`src/rtl/pal_fmt_pkg.sv`:
```
package pal_fmt_pkg;

    localparam int CH_W    = 4;
    localparam int COLOR_W = 3 * CH_W;
    localparam int OUT_W   = 16;

    typedef enum logic [1:0] {
        DEPTH_RSVD = 2'b00,
        DEPTH_4    = 2'b01,
        DEPTH_8    = 2'b10,
        DEPTH_16   = 2'b11
    } depth_e;

    typedef struct packed {
        logic [CH_W-1:0] r;
        logic [CH_W-1:0] g;
        logic [CH_W-1:0] b;
    } rgb444_t;

endpackage

```
`src/rtl/pal_lut.sv`:
```
module pal_lut #(
    parameter int IDX_W = 8,
    parameter int DAT_W = 12
) (
    input  logic             clk,
    input  logic             rst_n,
    input  logic             wr_en,
    input  logic [IDX_W-1:0] wr_idx,
    input  logic [DAT_W-1:0] wr_data,
    input  logic [IDX_W-1:0] rd_idx,
    output logic [DAT_W-1:0] rd_data
);
    localparam int DEPTH = 1 << IDX_W;

    logic [DAT_W-1:0] mem [DEPTH];
    logic [1:0]       age;

    // Write and read share an edge: the read returns the prior contents.
    always_ff @(posedge clk or negedge rst_n) begin
        if (!rst_n) begin
            for (int i = 0; i < DEPTH; i++) mem[i] <= '0;
            rd_data <= '0;
        end else begin
            if (wr_en) mem[wr_idx] <= wr_data;
            rd_data <= mem[rd_idx];
        end
    end

    always_ff @(posedge clk or negedge rst_n) begin
        if (!rst_n)           age <= 2'd0;
        else if (age != 2'd2) age <= age + 2'd1;
    end

    // a write is visible to the first read after it.
    assert_write_then_read_R10: assert property (@(posedge clk) disable iff (!rst_n)
        (age == 2'd2 && $past(wr_en) && rd_idx == $past(wr_idx))
        |=> rd_data == $past(wr_data, 2));

endmodule

```
`src/rtl/pal_widen.sv`:
```
module pal_widen
    import pal_fmt_pkg::*;
(
    input  rgb444_t           color_i,
    input  logic              wide_i,
    output logic [OUT_W-1:0]  color_o
);
    always_comb begin
        if (wide_i)
            color_o = {color_i.r, color_i.r[CH_W-1],
                       color_i.g, color_i.g[CH_W-1 -: 2],
                       color_i.b, color_i.b[CH_W-1]};
        else
            color_o = {{(OUT_W-COLOR_W){1'b0}}, color_i};
    end
endmodule

```
`src/rtl/pal_direct_unpack.sv`:
```
module pal_direct_unpack
    import pal_fmt_pkg::*;
(
    input  logic [OUT_W-1:0] pix_i,
    input  logic             tft_i,
    input  logic             wide_i,
    output logic [OUT_W-1:0] color_o
);
    localparam int PAD = OUT_W - COLOR_W;

    always_comb begin
        if (!tft_i)
            color_o = {{PAD{1'b0}}, pix_i[COLOR_W-1:0]};
        else if (wide_i)
            color_o = pix_i;
        else
            color_o = {{PAD{1'b0}}, pix_i[15:12], pix_i[10:7], pix_i[4:1]};
    end
endmodule

```
`src/rtl/pal_lcd_formatter.sv`:
```
module pal_lcd_formatter
    import pal_fmt_pkg::*;
#(
    parameter int IDX_W = 8
) (
    input  logic              clk,
    input  logic              rst_n,
    input  logic              pix_valid_i,
    input  logic [15:0]       pix_data_i,
    input  logic [1:0]        depth_i,
    input  logic              panel_tft_i,
    input  logic              out_wide_i,
    input  logic              host_wr_i,
    input  logic [IDX_W-1:0]  host_idx_i,
    input  logic [11:0]       host_color_i,
    output logic              out_valid_o,
    output logic [15:0]       out_color_o
);
    localparam int NIB = 4;

    logic [IDX_W-1:0] rd_idx;
    logic [11:0]      lut_q;
    logic             valid_q;
    depth_e           depth_q;
    logic             tft_q;
    logic             wide_q;
    logic [15:0]      data_q;
    logic [15:0]      pal_color;
    logic [15:0]      dir_color;

    always_comb begin
        if (depth_e'(depth_i) == DEPTH_4)
            rd_idx = {{(IDX_W-NIB){1'b0}}, pix_data_i[NIB-1:0]};
        else
            rd_idx = pix_data_i[IDX_W-1:0];
    end

    pal_lut #(.IDX_W(IDX_W), .DAT_W(COLOR_W)) u_lut (
        .clk     (clk),
        .rst_n   (rst_n),
        .wr_en   (host_wr_i),
        .wr_idx  (host_idx_i),
        .wr_data (host_color_i),
        .rd_idx  (rd_idx),
        .rd_data (lut_q)
    );

    // Stage register, aligned with the table read.
    always_ff @(posedge clk or negedge rst_n) begin
        if (!rst_n) begin
            valid_q <= 1'b0;
            depth_q <= DEPTH_RSVD;
            tft_q   <= 1'b0;
            wide_q  <= 1'b0;
            data_q  <= '0;
        end else begin
            valid_q <= pix_valid_i;
            depth_q <= depth_e'(depth_i);
            tft_q   <= panel_tft_i;
            wide_q  <= panel_tft_i & out_wide_i;
            data_q  <= pix_data_i;
        end
    end

    pal_widen u_widen (
        .color_i (rgb444_t'(lut_q)),
        .wide_i  (wide_q),
        .color_o (pal_color)
    );

    pal_direct_unpack u_unpack (
        .pix_i   (data_q),
        .tft_i   (tft_q),
        .wide_i  (wide_q),
        .color_o (dir_color)
    );

    always_comb begin
        out_valid_o = valid_q;
        out_color_o = '0;
        if (valid_q) begin
            unique case (depth_q)
                DEPTH_4, DEPTH_8: out_color_o = pal_color;
                DEPTH_16:         out_color_o = dir_color;
                default:          out_color_o = '0;
            endcase
        end
    end

    assert_valid_delay_R2: assert property (@(posedge clk) disable iff (!rst_n)
        pix_valid_i |=> out_valid_o);
    assert_no_spurious_valid_R2: assert property (@(posedge clk) disable iff (!rst_n)
        !pix_valid_i |=> (!out_valid_o && out_color_o == 16'h0));
    assert_stn_direct_R7: assert property (@(posedge clk) disable iff (!rst_n)
        (pix_valid_i && depth_i == 2'b11 && !panel_tft_i)
        |=> out_color_o == {4'h0, $past(pix_data_i[11:0])});
    assert_tft_wide_direct_R8: assert property (@(posedge clk) disable iff (!rst_n)
        (pix_valid_i && depth_i == 2'b11 && panel_tft_i && out_wide_i)
        |=> out_color_o == $past(pix_data_i));
    assert_reserved_zero_R11: assert property (@(posedge clk) disable iff (!rst_n)
        (pix_valid_i && depth_i == 2'b00) |=> (out_valid_o && out_color_o == 16'h0));
    assert_widen_bits_R6: assert property (@(posedge clk) disable iff (!rst_n)
        (pix_valid_i && depth_i[1] != depth_i[0] && panel_tft_i && out_wide_i)
        |=> (out_color_o[11] == out_color_o[15] && out_color_o[6:5] == out_color_o[10:9]
             && out_color_o[0] == out_color_o[4]));

endmodule

```
`config.mk`:
```
export PLATFORM = sky130hd
export DESIGN_NAME = pal_lcd_formatter
export DESIGN_NICKNAME = d
export VERILOG_FILES = /design/src/rtl/pal_fmt_pkg.sv /design/src/rtl/pal_lut.sv /design/src/rtl/pal_widen.sv /design/src/rtl/pal_direct_unpack.sv /design/src/rtl/pal_lcd_formatter.sv
export SDC_FILE = /design/constraint.sdc
export NUM_CORES = 2
export LEC_CHECK = 0
export BUFFER_PORTS_ARGS = -buffer_cell sky130_fd_sc_hd__buf_2
export CORE_UTILIZATION = 35
export DETAILED_ROUTE_END_ITERATION = 8
export PLACE_DENSITY = 0.56
export REMOVE_ABC_BUFFERS = 1
export SLEW_MARGIN = 20
export SYNTH_ARGS = -nofsm -noshare
export SYNTH_HDL_FRONTEND = slang
export SYNTH_SLANG_ARGS = --single-unit
```
`constraint.sdc`:
```
create_clock -name clk -period 2.25 [get_ports clk]
set_clock_uncertainty 0.1 [all_clocks]
set_input_delay 0 -clock clk [delete_from_list [all_inputs] [get_ports clk]]
set_output_delay 0 -clock clk [all_outputs]
set_load 0.01 [all_outputs]
```
==> impl_metrics.tcl <==
set metrics [dict create \
    outcome "finished with violations" \
    violations "negative setup slack" \
    peakVddDrop_uv 641.8 \
    nNetsFinal 10320 \
    gp_congestion 0.8839 \
    synth_cell_type_count 73 \
    cts_root_buffer "clkbuf_16" \
    worst_pin_slew_ps 1131 \
    drt_iter0_markers 6519 \
    synth.area.top_cells "dfrtp_1 (54%), mux2_2 (24%), mux4_2 (9.7%)" \
    crit_chain "nand2b_4, mux2_2, a22oi_2, nor2_2, buf_12, buf_6" \
    drc 0 \
    avgSynthCellArea_um2 14.87 \
    holdCritPathClass "primary input to flip-flop" \
    async_flop_share_pct 100.0 \
    synthTopCellsByCount "dfrtp_1 (3105), mux2_2 (3081), clkbuf_1 (691)" \
    ys.flop_type "dfrtp_1" \
    synth_top_area_share_pct 54.33 \
    die_area_um2 411200 \
    start_util_pct 35.19 \
    core_area_um2 406400 \
    die_x_um 641.2 \
    endpoint_kind "output pin" \
    cp-start-kind "flip-flop" \
    setup_viol 39 \
    area_growth_pct 20.48 \
    cp.arrival_ps 2490 \
    tns_ps -6268 \
    hpwl_mm 306.0 \
    final-hold-violation-count 0 \
    crit_required_ps 2150 \
    ys_ff_latch 3105 \
    crit_slowest_cell "dfrtp_1" \
    cts_tree "yes" \
    cts-buffers-inserted 354 \
    clockBufferDepth 4 \
    drv_slew 0 \
    io_pins 61 \
    grt_start_max_net_pins 118 \
    routed_via_density 5.524 \
    dieHeight_um 641.2 \
    antenna_found_initial 37 \
    powerDensity_nw_per_um2 759.4 \
    dr_total_vias 88340 \
    p_leak_uw 0.08161 \
    min_from "host_idx_i[3]" \
    drive_gt1_share_pct 53.03 \
    postRouteAntennaNets 0 \
    grt_pass1_wl_mm 667.7 \
    routed_wl_mm 451.1 \
    cts.sinks 3105 \
    grtUsageTotal_pct 21.85 \
    fin_crit_sh_pct 114.9 \
    rsz0062_at_grt "true" \
    insertion_delay_ps 970 \
    yosysMostFrequentCell "dfrtp_1" \
    crit_type "flip-flop to output pin" \
    grt_pass1_vias 95030 \
    critPathMaxFanout 7 \
    holdWs_ps 94.42 \
    grt-ovfl-total 0 \
    slew_headroom_pct 24.59 \
    syn_area_um2 143000 \
    drtPass1Iterations 7 \
    clkSlewWorstSetupHoldPaths_ps 60 \
    maxCapViolations 0 \
    slowest_delay_ps 410 \
    htreeDepth 5 \
    synth_top_area_cell "dfrtp_1" \
    fp-row-count 234 \
    max_freq_ghz 0.3867 \
    yosysSeqAreaShare_pct 54.33 \
    synth_cells 9615 \
    wl_per_cell_um 28.21 \
    fin_crit_ps 2586 \
    synth_warnings 0 \
    place.port_buffers 60 \
    synth-edff-count 0 \
    layout_setup_ws_ps -336.1 \
    regToRegStartpoint "u_lut.mem[628]" \
    startpoint "tft_q" \
]
cell type report:
cell class | count | area, µm²
Clock inverter | 108 | 1436
Fill cell | 36650 | 234100
Sequential cell | 3105 | 77700
Clock buffer | 530 | 10440
Timing Repair Buffer | 1241 | 13890
Inverter | 14 | 57.56
Multi-Input combinational cell | 5556 | 61960
Antenna cell | 10 | 25.02
Tap cell | 5428 | 6792
final timing paths:
kind	endpoint	slack [ps]	depth (start not counted)
worst max-delay path	out_color_o[3]	-340	6
worst min-delay path	u_lut.mem[706]	90	8
worst max register to register	u_lut.rd_data[4]	-260	8
worst min register to register	u_lut.mem[1723]	390	1
max in group asynchronous	u_lut.mem[1900]	590	6
min in group asynchronous	u_lut.mem[1702]	360	4
metrics by stage:
stage          util [%]  power [µW]  area (µm²)  std cells  setup WS [ps]
2_1_floorplan         -       65430      138600       8675          -1671
3_5_place_dp      39.01       72680      158500      15270          -1482
6_report          42.40      130800      172300      15990         -336.1
5_1_grt           42.39      135400      172300      15980         -410.1
4_1_cts           42.35      132100      172100      15980         -394.1
3_3_place_gp      39.00       72160      158500      15270          -1660
critical path, delay by kind of cell, from the launching register on:
kind,cells,cell delay [ps]
flip-flops,1,410
multiplexers,1,370
buffers and inverters,2,290
AND/OR/NAND/NOR,2,280
AO/OA/AOI/OAI,1,170
cells in the final DEF (no fill, tap or decap), drive strengths merged, types with 10 or more instances in the layout:
cell | netlist | routed
nor4 | 72 | 72
clkinv | 3 | 64
nand3 | 40 | 40
nor3 | 88 | 88
o22a | 18 | 18
a211oi | 20 | 20
nor2b | 24 | 24
o22ai | 109 | 109
clkbuf | 694 | 531
buf | 245 | 1170
a31oi | 13 | 13
a22oi | 65 | 65
a222oi | 10 | 10
mux2i | 330 | 330
a32oi | 12 | 12
mux4 | 640 | 640
and2 | 13 | 13
bufinv | 0 | 22
inv | 11 | 30
a21oi | 77 | 77
nand2b | 30 | 30
or3 | 30 | 30
o21ai | 57 | 57
o221ai | 28 | 28
diode | 0 | 10
nor2 | 364 | 364
nand2 | 250 | 250
dlygate4sd3 | 0 | 69
mux2 | 3124 | 3124
nand4 | 35 | 35
o211ai | 33 | 33
dfrtp | 3105 | 3105
registers in the layout (all words and copies together) (netlist names):
signal,cells
data_q,16
depth_q,2
out_valid_o,1
tft_q,1
u_lut.mem,3072
u_lut.rd_data,12
wide_q,1
report_power, final:
group	switching [µW]	internal, µW	total (µW)
registers	1440	58500	60000
logic	6560	5490	12000
clock network	24100	34700	58800
cell families (layout without fill, tap and decap cells):
family / Yosys count / after routing / synth area share, %
simple gates: 983 / 983 / 3.186
other cells: 0 / 10 / 0
fa+ha+maj: 2 / 2 / 0.01750
buf+inv: 954 / 1893 / 3.144
compound gates: 477 / 477 / 2.268
mux: 4094 / 4094 / 37.05
flops: 3105 / 3105 / 54.33
routing by layer:
| layer | vias up | routed length [µm] | GRT usage [%] |
|---|---|---|---|
| li1 | 36830 | - | - |
| met4 | 12 | 19740 | 8.485 |
| met3 | 777 | 23260 | 3.378 |
| met5 | - | 88 | 0 |
| met1 | 48440 | 196500 | 29.88 |
| met2 | 2280 | 211500 | 34.94 |
what timing repair did:
| action | in CTS | in global routing |
|---|---|---|
| setup buffers | 8 | 2 |
| hold endpoints to repair | 6108 | 55 |
| resized for setup | 201 | 36 |
| hold buffers | 70 | 3 |
| endpoints found under the setup margin | 28 | 71 |
| pin swaps | 81 | 27 |
Power figures use the tool's default switching activity.
